==> src/rtl/cre_pkg.sv <==
package cre_pkg;

    localparam int PTR_W   = 8;   // largest ring is 256 entries
    localparam int RST_BIT = 15;  // read-pointer clear bit

    typedef logic [PTR_W-1:0] ptr_t;

    typedef enum logic [2:0] {
        SEL_BASE = 3'd0,
        SEL_SIZE = 3'd1,
        SEL_WP   = 3'd2,
        SEL_RP   = 3'd3,
        SEL_CTRL = 3'd4
    } reg_sel_e;

    typedef enum logic [1:0] {
        F_IDLE = 2'd0,
        F_WAIT = 2'd1,
        F_SEND = 2'd2
    } fetch_st_e;

    typedef struct packed {
        logic run;
        logic rst_hold;
        ptr_t mask;
        ptr_t wp;
    } ring_cfg_t;

    // depth - 1 for a size code
    function automatic ptr_t ring_mask(input logic [1:0] code);
        case (code)
            2'd0:    ring_mask = ptr_t'(1);
            2'd1:    ring_mask = ptr_t'(15);
            default: ring_mask = '1;
        endcase
    endfunction

endpackage

==> src/rtl/cre_regs.sv <==
module cre_regs
    import cre_pkg::*;
#(
    parameter int ADDR_W = 32,
    parameter int DATA_W = 32
) (
    input  logic              clk,
    input  logic              rst,
    input  logic              pwr_down,
    input  logic              reg_we,
    input  logic [2:0]        reg_sel,
    input  logic [DATA_W-1:0] reg_wdata,
    input  ptr_t              rd_ptr,
    output logic [DATA_W-1:0] reg_rdata,
    output logic [ADDR_W-1:0] ring_base,
    output ring_cfg_t         cfg,
    output logic              rp_clr
);

    logic [1:0]        size_code;
    logic [ADDR_W-1:0] base_q;
    ptr_t              wp_q;
    logic              run_q;
    logic              hold_q;

    always_ff @(posedge clk) begin
        if (rst) begin
            base_q    <= '0;
            size_code <= 2'd2;
            wp_q      <= '0;
            run_q     <= 1'b0;
            hold_q    <= 1'b0;
        end else if (reg_we) begin
            case (reg_sel)
                SEL_BASE: base_q    <= {reg_wdata[ADDR_W-1:2], 2'b00};
                SEL_SIZE: size_code <= reg_wdata[1:0];
                SEL_WP:   wp_q      <= reg_wdata[PTR_W-1:0] & ring_mask(size_code);
                SEL_RP:   hold_q    <= reg_wdata[RST_BIT];
                SEL_CTRL: run_q     <= reg_wdata[0];
                default:  ;
            endcase
        end
    end

    assign rp_clr    = reg_we && (reg_sel == SEL_RP) && reg_wdata[RST_BIT];
    assign ring_base = base_q;

    always_comb begin
        cfg.run      = run_q;
        cfg.rst_hold = hold_q;
        cfg.mask     = ring_mask(size_code);
        cfg.wp       = wp_q;
    end

    always_comb begin
        reg_rdata = '0;
        case (reg_sel)
            SEL_BASE: reg_rdata = DATA_W'(base_q);
            SEL_SIZE: reg_rdata = DATA_W'(size_code);
            SEL_WP:   reg_rdata = pwr_down ? DATA_W'(16'hFFFF) : DATA_W'(wp_q);
            SEL_RP: begin
                reg_rdata[PTR_W-1:0] = rd_ptr;
                reg_rdata[RST_BIT]   = hold_q;
            end
            SEL_CTRL: reg_rdata = DATA_W'(run_q);
            default:  reg_rdata = '0;
        endcase
    end

endmodule

==> src/rtl/cre_fetch.sv <==
module cre_fetch
    import cre_pkg::*;
#(
    parameter int ADDR_W = 32,
    parameter int DATA_W = 32,
    parameter int CODEC_W = 4
) (
    input  logic               clk,
    input  logic               rst,
    input  logic               pwr_down,
    input  ring_cfg_t          cfg,
    input  logic [ADDR_W-1:0]  ring_base,
    input  logic               rp_clr,
    output logic               mem_rd_en,
    output logic [ADDR_W-1:0]  mem_addr,
    input  logic [DATA_W-1:0]  mem_rd_data,
    output logic               tx_valid,
    input  logic               tx_ready,
    output logic [DATA_W-1:0]  tx_cmd,
    output logic [CODEC_W-1:0] tx_codec,
    output ptr_t               rd_ptr
);

    localparam int BYTE_SHIFT = 2;

    fetch_st_e         state;
    ptr_t              nxt_q;
    logic [DATA_W-1:0] cmd_q;
    logic              stale_q;   // pointer cleared while a command was in flight
    ptr_t              nxt;
    logic              go;
    logic              accept;

    assign nxt    = (rd_ptr + ptr_t'(1)) & cfg.mask;
    assign go     = (state == F_IDLE) && cfg.run && !cfg.rst_hold && !pwr_down
                    && !rp_clr && (rd_ptr != cfg.wp);
    assign accept = (state == F_SEND) && tx_ready;

    assign mem_rd_en = go;
    assign mem_addr  = ring_base + (ADDR_W'(nxt) << BYTE_SHIFT);
    assign tx_valid  = (state == F_SEND);
    assign tx_cmd    = cmd_q;
    assign tx_codec  = cmd_q[DATA_W-1 -: CODEC_W];

    always_ff @(posedge clk) begin
        if (rst) begin
            state <= F_IDLE;
            nxt_q <= '0;
            cmd_q <= '0;
        end else begin
            case (state)
                F_IDLE: if (go) begin
                    nxt_q <= nxt;
                    state <= F_WAIT;
                end
                F_WAIT: begin
                    cmd_q <= mem_rd_data;
                    state <= F_SEND;
                end
                F_SEND: if (tx_ready) state <= F_IDLE;
                default: state <= F_IDLE;
            endcase
        end
    end

    always_ff @(posedge clk) begin
        if (rst) begin
            rd_ptr  <= '0;
            stale_q <= 1'b0;
        end else begin
            if (rp_clr) begin
                rd_ptr  <= '0;
                stale_q <= (state != F_IDLE) && !accept;
            end else begin
                if (accept && !stale_q && !cfg.rst_hold) rd_ptr <= nxt_q;
                if (accept) stale_q <= 1'b0;
            end
        end
    end

endmodule

==> src/rtl/cmd_ring_engine.sv <==
module cmd_ring_engine
    import cre_pkg::*;
#(
    parameter int ADDR_W  = 32,
    parameter int DATA_W  = 32,
    parameter int CODEC_W = 4
) (
    input  logic               clk,
    input  logic               rst,
    input  logic               pwr_down,
    input  logic               reg_we,
    input  logic [2:0]         reg_sel,
    input  logic [DATA_W-1:0]  reg_wdata,
    output logic [DATA_W-1:0]  reg_rdata,
    output logic               mem_rd_en,
    output logic [ADDR_W-1:0]  mem_addr,
    input  logic [DATA_W-1:0]  mem_rd_data,
    output logic               tx_valid,
    input  logic               tx_ready,
    output logic [DATA_W-1:0]  tx_cmd,
    output logic [CODEC_W-1:0] tx_codec,
    output logic               ring_full
);

    ring_cfg_t         cfg;
    logic [ADDR_W-1:0] ring_base;
    logic              rp_clr;
    ptr_t              rd_ptr;

    cre_regs #(.ADDR_W(ADDR_W), .DATA_W(DATA_W)) u_regs (
        .clk       (clk),
        .rst       (rst),
        .pwr_down  (pwr_down),
        .reg_we    (reg_we),
        .reg_sel   (reg_sel),
        .reg_wdata (reg_wdata),
        .rd_ptr    (rd_ptr),
        .reg_rdata (reg_rdata),
        .ring_base (ring_base),
        .cfg       (cfg),
        .rp_clr    (rp_clr)
    );

    cre_fetch #(.ADDR_W(ADDR_W), .DATA_W(DATA_W), .CODEC_W(CODEC_W)) u_fetch (
        .clk         (clk),
        .rst         (rst),
        .pwr_down    (pwr_down),
        .cfg         (cfg),
        .ring_base   (ring_base),
        .rp_clr      (rp_clr),
        .mem_rd_en   (mem_rd_en),
        .mem_addr    (mem_addr),
        .mem_rd_data (mem_rd_data),
        .tx_valid    (tx_valid),
        .tx_ready    (tx_ready),
        .tx_cmd      (tx_cmd),
        .tx_codec    (tx_codec),
        .rd_ptr      (rd_ptr)
    );

    assign ring_full = (((cfg.wp + ptr_t'(1)) & cfg.mask) == rd_ptr);

endmodule

==> config.mk <==
export PLATFORM = sky130hd
export DESIGN_NAME = cmd_ring_engine
export DESIGN_NICKNAME = d
export VERILOG_FILES = /design/src/rtl/cre_pkg.sv /design/src/rtl/cre_regs.sv /design/src/rtl/cre_fetch.sv /design/src/rtl/cmd_ring_engine.sv
export SDC_FILE = /design/constraint.sdc
export NUM_CORES = 1
export LEC_CHECK = 0
export BUFFER_PORTS_ARGS = -buffer_cell sky130_fd_sc_hd__buf_2
export CORE_AREA = 5 5 121 123
export DETAILED_ROUTE_END_ITERATION = 6
export DIE_AREA = 0 0 126 128
export GPL_TIMING_DRIVEN = 1
export MAX_ROUTING_LAYER = met4
export PLACE_DENSITY_LB_ADDON = 0.1
export SLEW_MARGIN = 10
export SYNTH_ARGS = -nofsm -noshare
export SYNTH_HDL_FRONTEND = slang
export SYNTH_SLANG_ARGS = --single-unit
==> constraint.sdc <==
create_clock -name clk -period 5.75 [get_ports clk]
set_input_delay 1.4375 -clock clk [delete_from_list [all_inputs] [get_ports clk]]
set_output_delay 1.4375 -clock clk [all_outputs]
set_load 0.02 [all_outputs]
==> flow_summary.json <==
{
  "top_usage_layer": "met2",
  "fin_nets": 917,
  "worstPathRequired_ns": 4.31,
  "wl_per_cell_um": 15.24,
  "clk_latency_ns": 0.34,
  "yosysTopAreaCell": "dfxtp_1",
  "detail-route-antenna-nets": 0,
  "clkTransAtPathRegs_ns": 0.07,
  "worstMarginPinSlew_ns": 1.099,
  "grt-ovfl-total": 0,
  "path_max_fanout": 9,
  "avgSynthCellArea_um2": 7.455,
  "cts.sinks": 93,
  "gp_congestion": 0.9310,
  "placementRows": 43,
  "finalSetupTns_ns": 0,
  "synthCells": 699,
  "core_area_mm2": 0.01356,
  "ys_warn_count": 0,
  "cts-root-buf": "clkbuf_16",
  "yosysSeqAreaShare": 0.3573,
  "h-tree-depth": 3,
  "postCtsHoldBufs": 0,
  "period_minus_slack_ns": 5.020,
  "rsz0062_at_grt": "false",
  "gr-usage-met2": 0.3008,
  "cap_violations": 0,
  "drv_slew": 0,
  "async_flop_share": 0,
  "io_pins": 175,
  "synth_top_cell_area_share": 0.3573,
  "leakage_nw": 2.900,
  "cts_buffer_depth": 2,
  "grt_max_degree": 46,
  "fill_cells": 1391,
  "worst_hold_path_type": "reg -> reg",
  "diodes": 0,
  "dp_hpwl_um": 11810,
  "setup_viol": 0,
  "die_x_um": 126,
  "yosys_register_bits": 93,
  "grt_pass1_vias": 5005,
  "synth_area_leaders": "dfxtp_1 (36%), nand2_1 (12%), a21oi_1 (8.7%), mux2i_1 (4.2%), nor2_1 (4.0%)",
  "drc": 0,
  "via_per_inst": 5.070,
  "placed_area_mm2": 0.006096,
  "yosysMostFrequentCell": "nand2_1",
  "area_delta_synth_final_pct": 23.48,
  "startpoint_type": "flop",
  "criticalPathCategory": "reg -> out",
  "netlist_area_mm2": 0.005211,
  "ys.flop_type": "dfxtp_1",
  "cts_tree": "done",
  "finalHoldViolations": 0,
  "antenna_found_initial": 0,
  "status": "complete, no violations",
  "ir_worst_vdd_mv": 0.1394,
  "gr-usage-met1": 0.2659,
  "drt-total-wl_um": 15530,
  "dr.pass1.iters": 4,
  "drt_iter0_drc": 316,
  "io_buffer_count": 172,
  "cp-end-kind": "output pin",
  "fmaxAchievable_mhz": 199.2,
  "synth_commonest_cells": "nand2_1 (163), dfxtp_1 (93), a21oi_1 (91)",
  "worstPathArrival_ns": 3.58,
  "use_met3": 0.03542,
  "drive_gt1_frac": 0.2467,
  "die-height_um": 128,
  "globalRouteTotalUtil": 0.1963,
  "cts_resized": 0,
  "cellPowerDensity_mw_per_mm2": 222.5,
  "cts_setup_buffers": 0,
  "final_area_mm2": 0.006435,
  "num_vias": 5166,
  "start_util": 0.3844,
  "grt_pass1_wl_um": 25250,
  "relSlewSlack": 0.2657,
  "dieArea_mm2": 0.01613,
  "synth_cell_types": 58,
  "fin_worst_skew_ns": 0.005881,
  "cts-buffers-inserted": 9,
  "synth_edf_count": 0,
  "layout_worst_path_cycle_share": 0.8731
}
## logic make-up after synthesis
kind of cell    synth area share
compound gates            0.1601
simple gates              0.2836
buf+inv                  0.05594
fa+ha+maj                0.02785
mux                      0.04226
xor+xnor                 0.07227
other cells            0.0007196
flops                     0.3573
## per-stage QoR
step           hold WS, ns   power, W  setup WS, ns  utilization  instances
4_1_cts             0.4530   0.001449        0.6966       0.4741       1019
5_1_grt             0.4760   0.001490        0.4291       0.4746       1019
6_report            0.4537   0.001432        0.7300       0.4746       1019
3_3_place_gp        0.4395  0.0007886         1.170       0.4496       1003
3_5_place_dp        0.4431  0.0007895         1.097       0.4496       1003
2_1_floorplan       0.4447  0.0007390         1.556            -        700
## layout by cell type, fill, tap and decap left out, types with 3 or more instances in the layout
cell type  count
nor2_1        54
clkbuf_16      9
buf_2        172
ha_1          10
nand2_1      163
a21oi_1       91
buf_4          5
nand2b_1       8
nand4_1        9
inv_1         10
a22oi_1        6
nand3_1       26
nor2b_1        4
and2_1        19
mux2i_1       22
and3_1         8
o21ai_0       15
a21o_1         8
nor3_1         4
nand3b_1       3
nor4_1         4
xnor2_1       22
o211ai_1       5
dfxtp_1       93
xor2_1        21
## layout make-up
type / instances / area [µm²] / share of cell area
multi-input cells: 542 / 3077 / 0.4781
flip-flops and latches: 93 / 1862 / 0.2893
repair buffers: 177 / 898.4 / 0.1396
clock buffers: 10 / 239.0 / 0.03714
well taps: 180 / 225.2 / 0.03500
clock inverters: 6 / 92.59 / 0.01439
inverters: 11 / 41.29 / 0.006416
## state kept, by name (all words and copies together), names as in the netlist
| register | cells |
|---|---|
| u_regs.ring_base | 30 |
| u_fetch.stale_q | 1 |
| u_regs.run_q | 1 |
| u_regs.wp_q | 8 |
| u_fetch.rd_ptr | 8 |
| u_fetch.nxt_q | 8 |
| u_fetch.state | 2 |
| u_fetch.tx_cmd | 32 |
| u_regs.hold_q | 1 |
| u_regs.size_code | 2 |
## layer usage
metal  wire length (µm)  vias up
li1                   -     2618
met1               7374     2382
met2               7072      150
met3                868       16
met4                216        0
met5                  0        -
## worst max-delay path, cell delays in order, from the launching register on
cell and delay (ns):
dfxtp_1 0.54, nand3_2 0.17, or4b_1 0.53, a21oi_1 0.25
ha_1 0.36, a21oi_1 0.27, nor4_1 0.10, a311oi_2 0.53
nand2b_1 0.20, xnor2_1 0.11, buf_2 0.18
## path summary, 6_finish.rpt
check / slack [ns] / from / to / cells past startpoint
setup / recovery: 0.73 / u_fetch.rd_ptr[2]$_SDFFE_PP0P_ / mem_addr[26] / 10
hold / removal: 0.45 / u_fetch.tx_cmd[23]$_SDFFE_PP0N_ / u_fetch.tx_cmd[23]$_SDFFE_PP0N_ / 2
setup reg to reg: 3.99 / u_fetch.rd_ptr[2]$_SDFFE_PP0P_ / u_fetch.nxt_q[7]$_SDFFE_PP0P_ / 5
hold reg to reg: 0.45 / u_fetch.tx_cmd[23]$_SDFFE_PP0N_ / u_fetch.tx_cmd[23]$_SDFFE_PP0N_ / 2
## power breakdown
group | switching, W | total [W] | leakage [nW] | internal (W)
clock | 0.000260 | 0.000657 | 0.161 | 0.000397
combinational | 0.0000693 | 0.000113 | 1.99 | 0.0000433
sequential | 0.0000114 | 0.000662 | 0.750 | 0.000651
total | 0.000341 | 0.00143 | 2.90 | 0.00109
No activity file was read; power rests on OpenSTA's default activity.
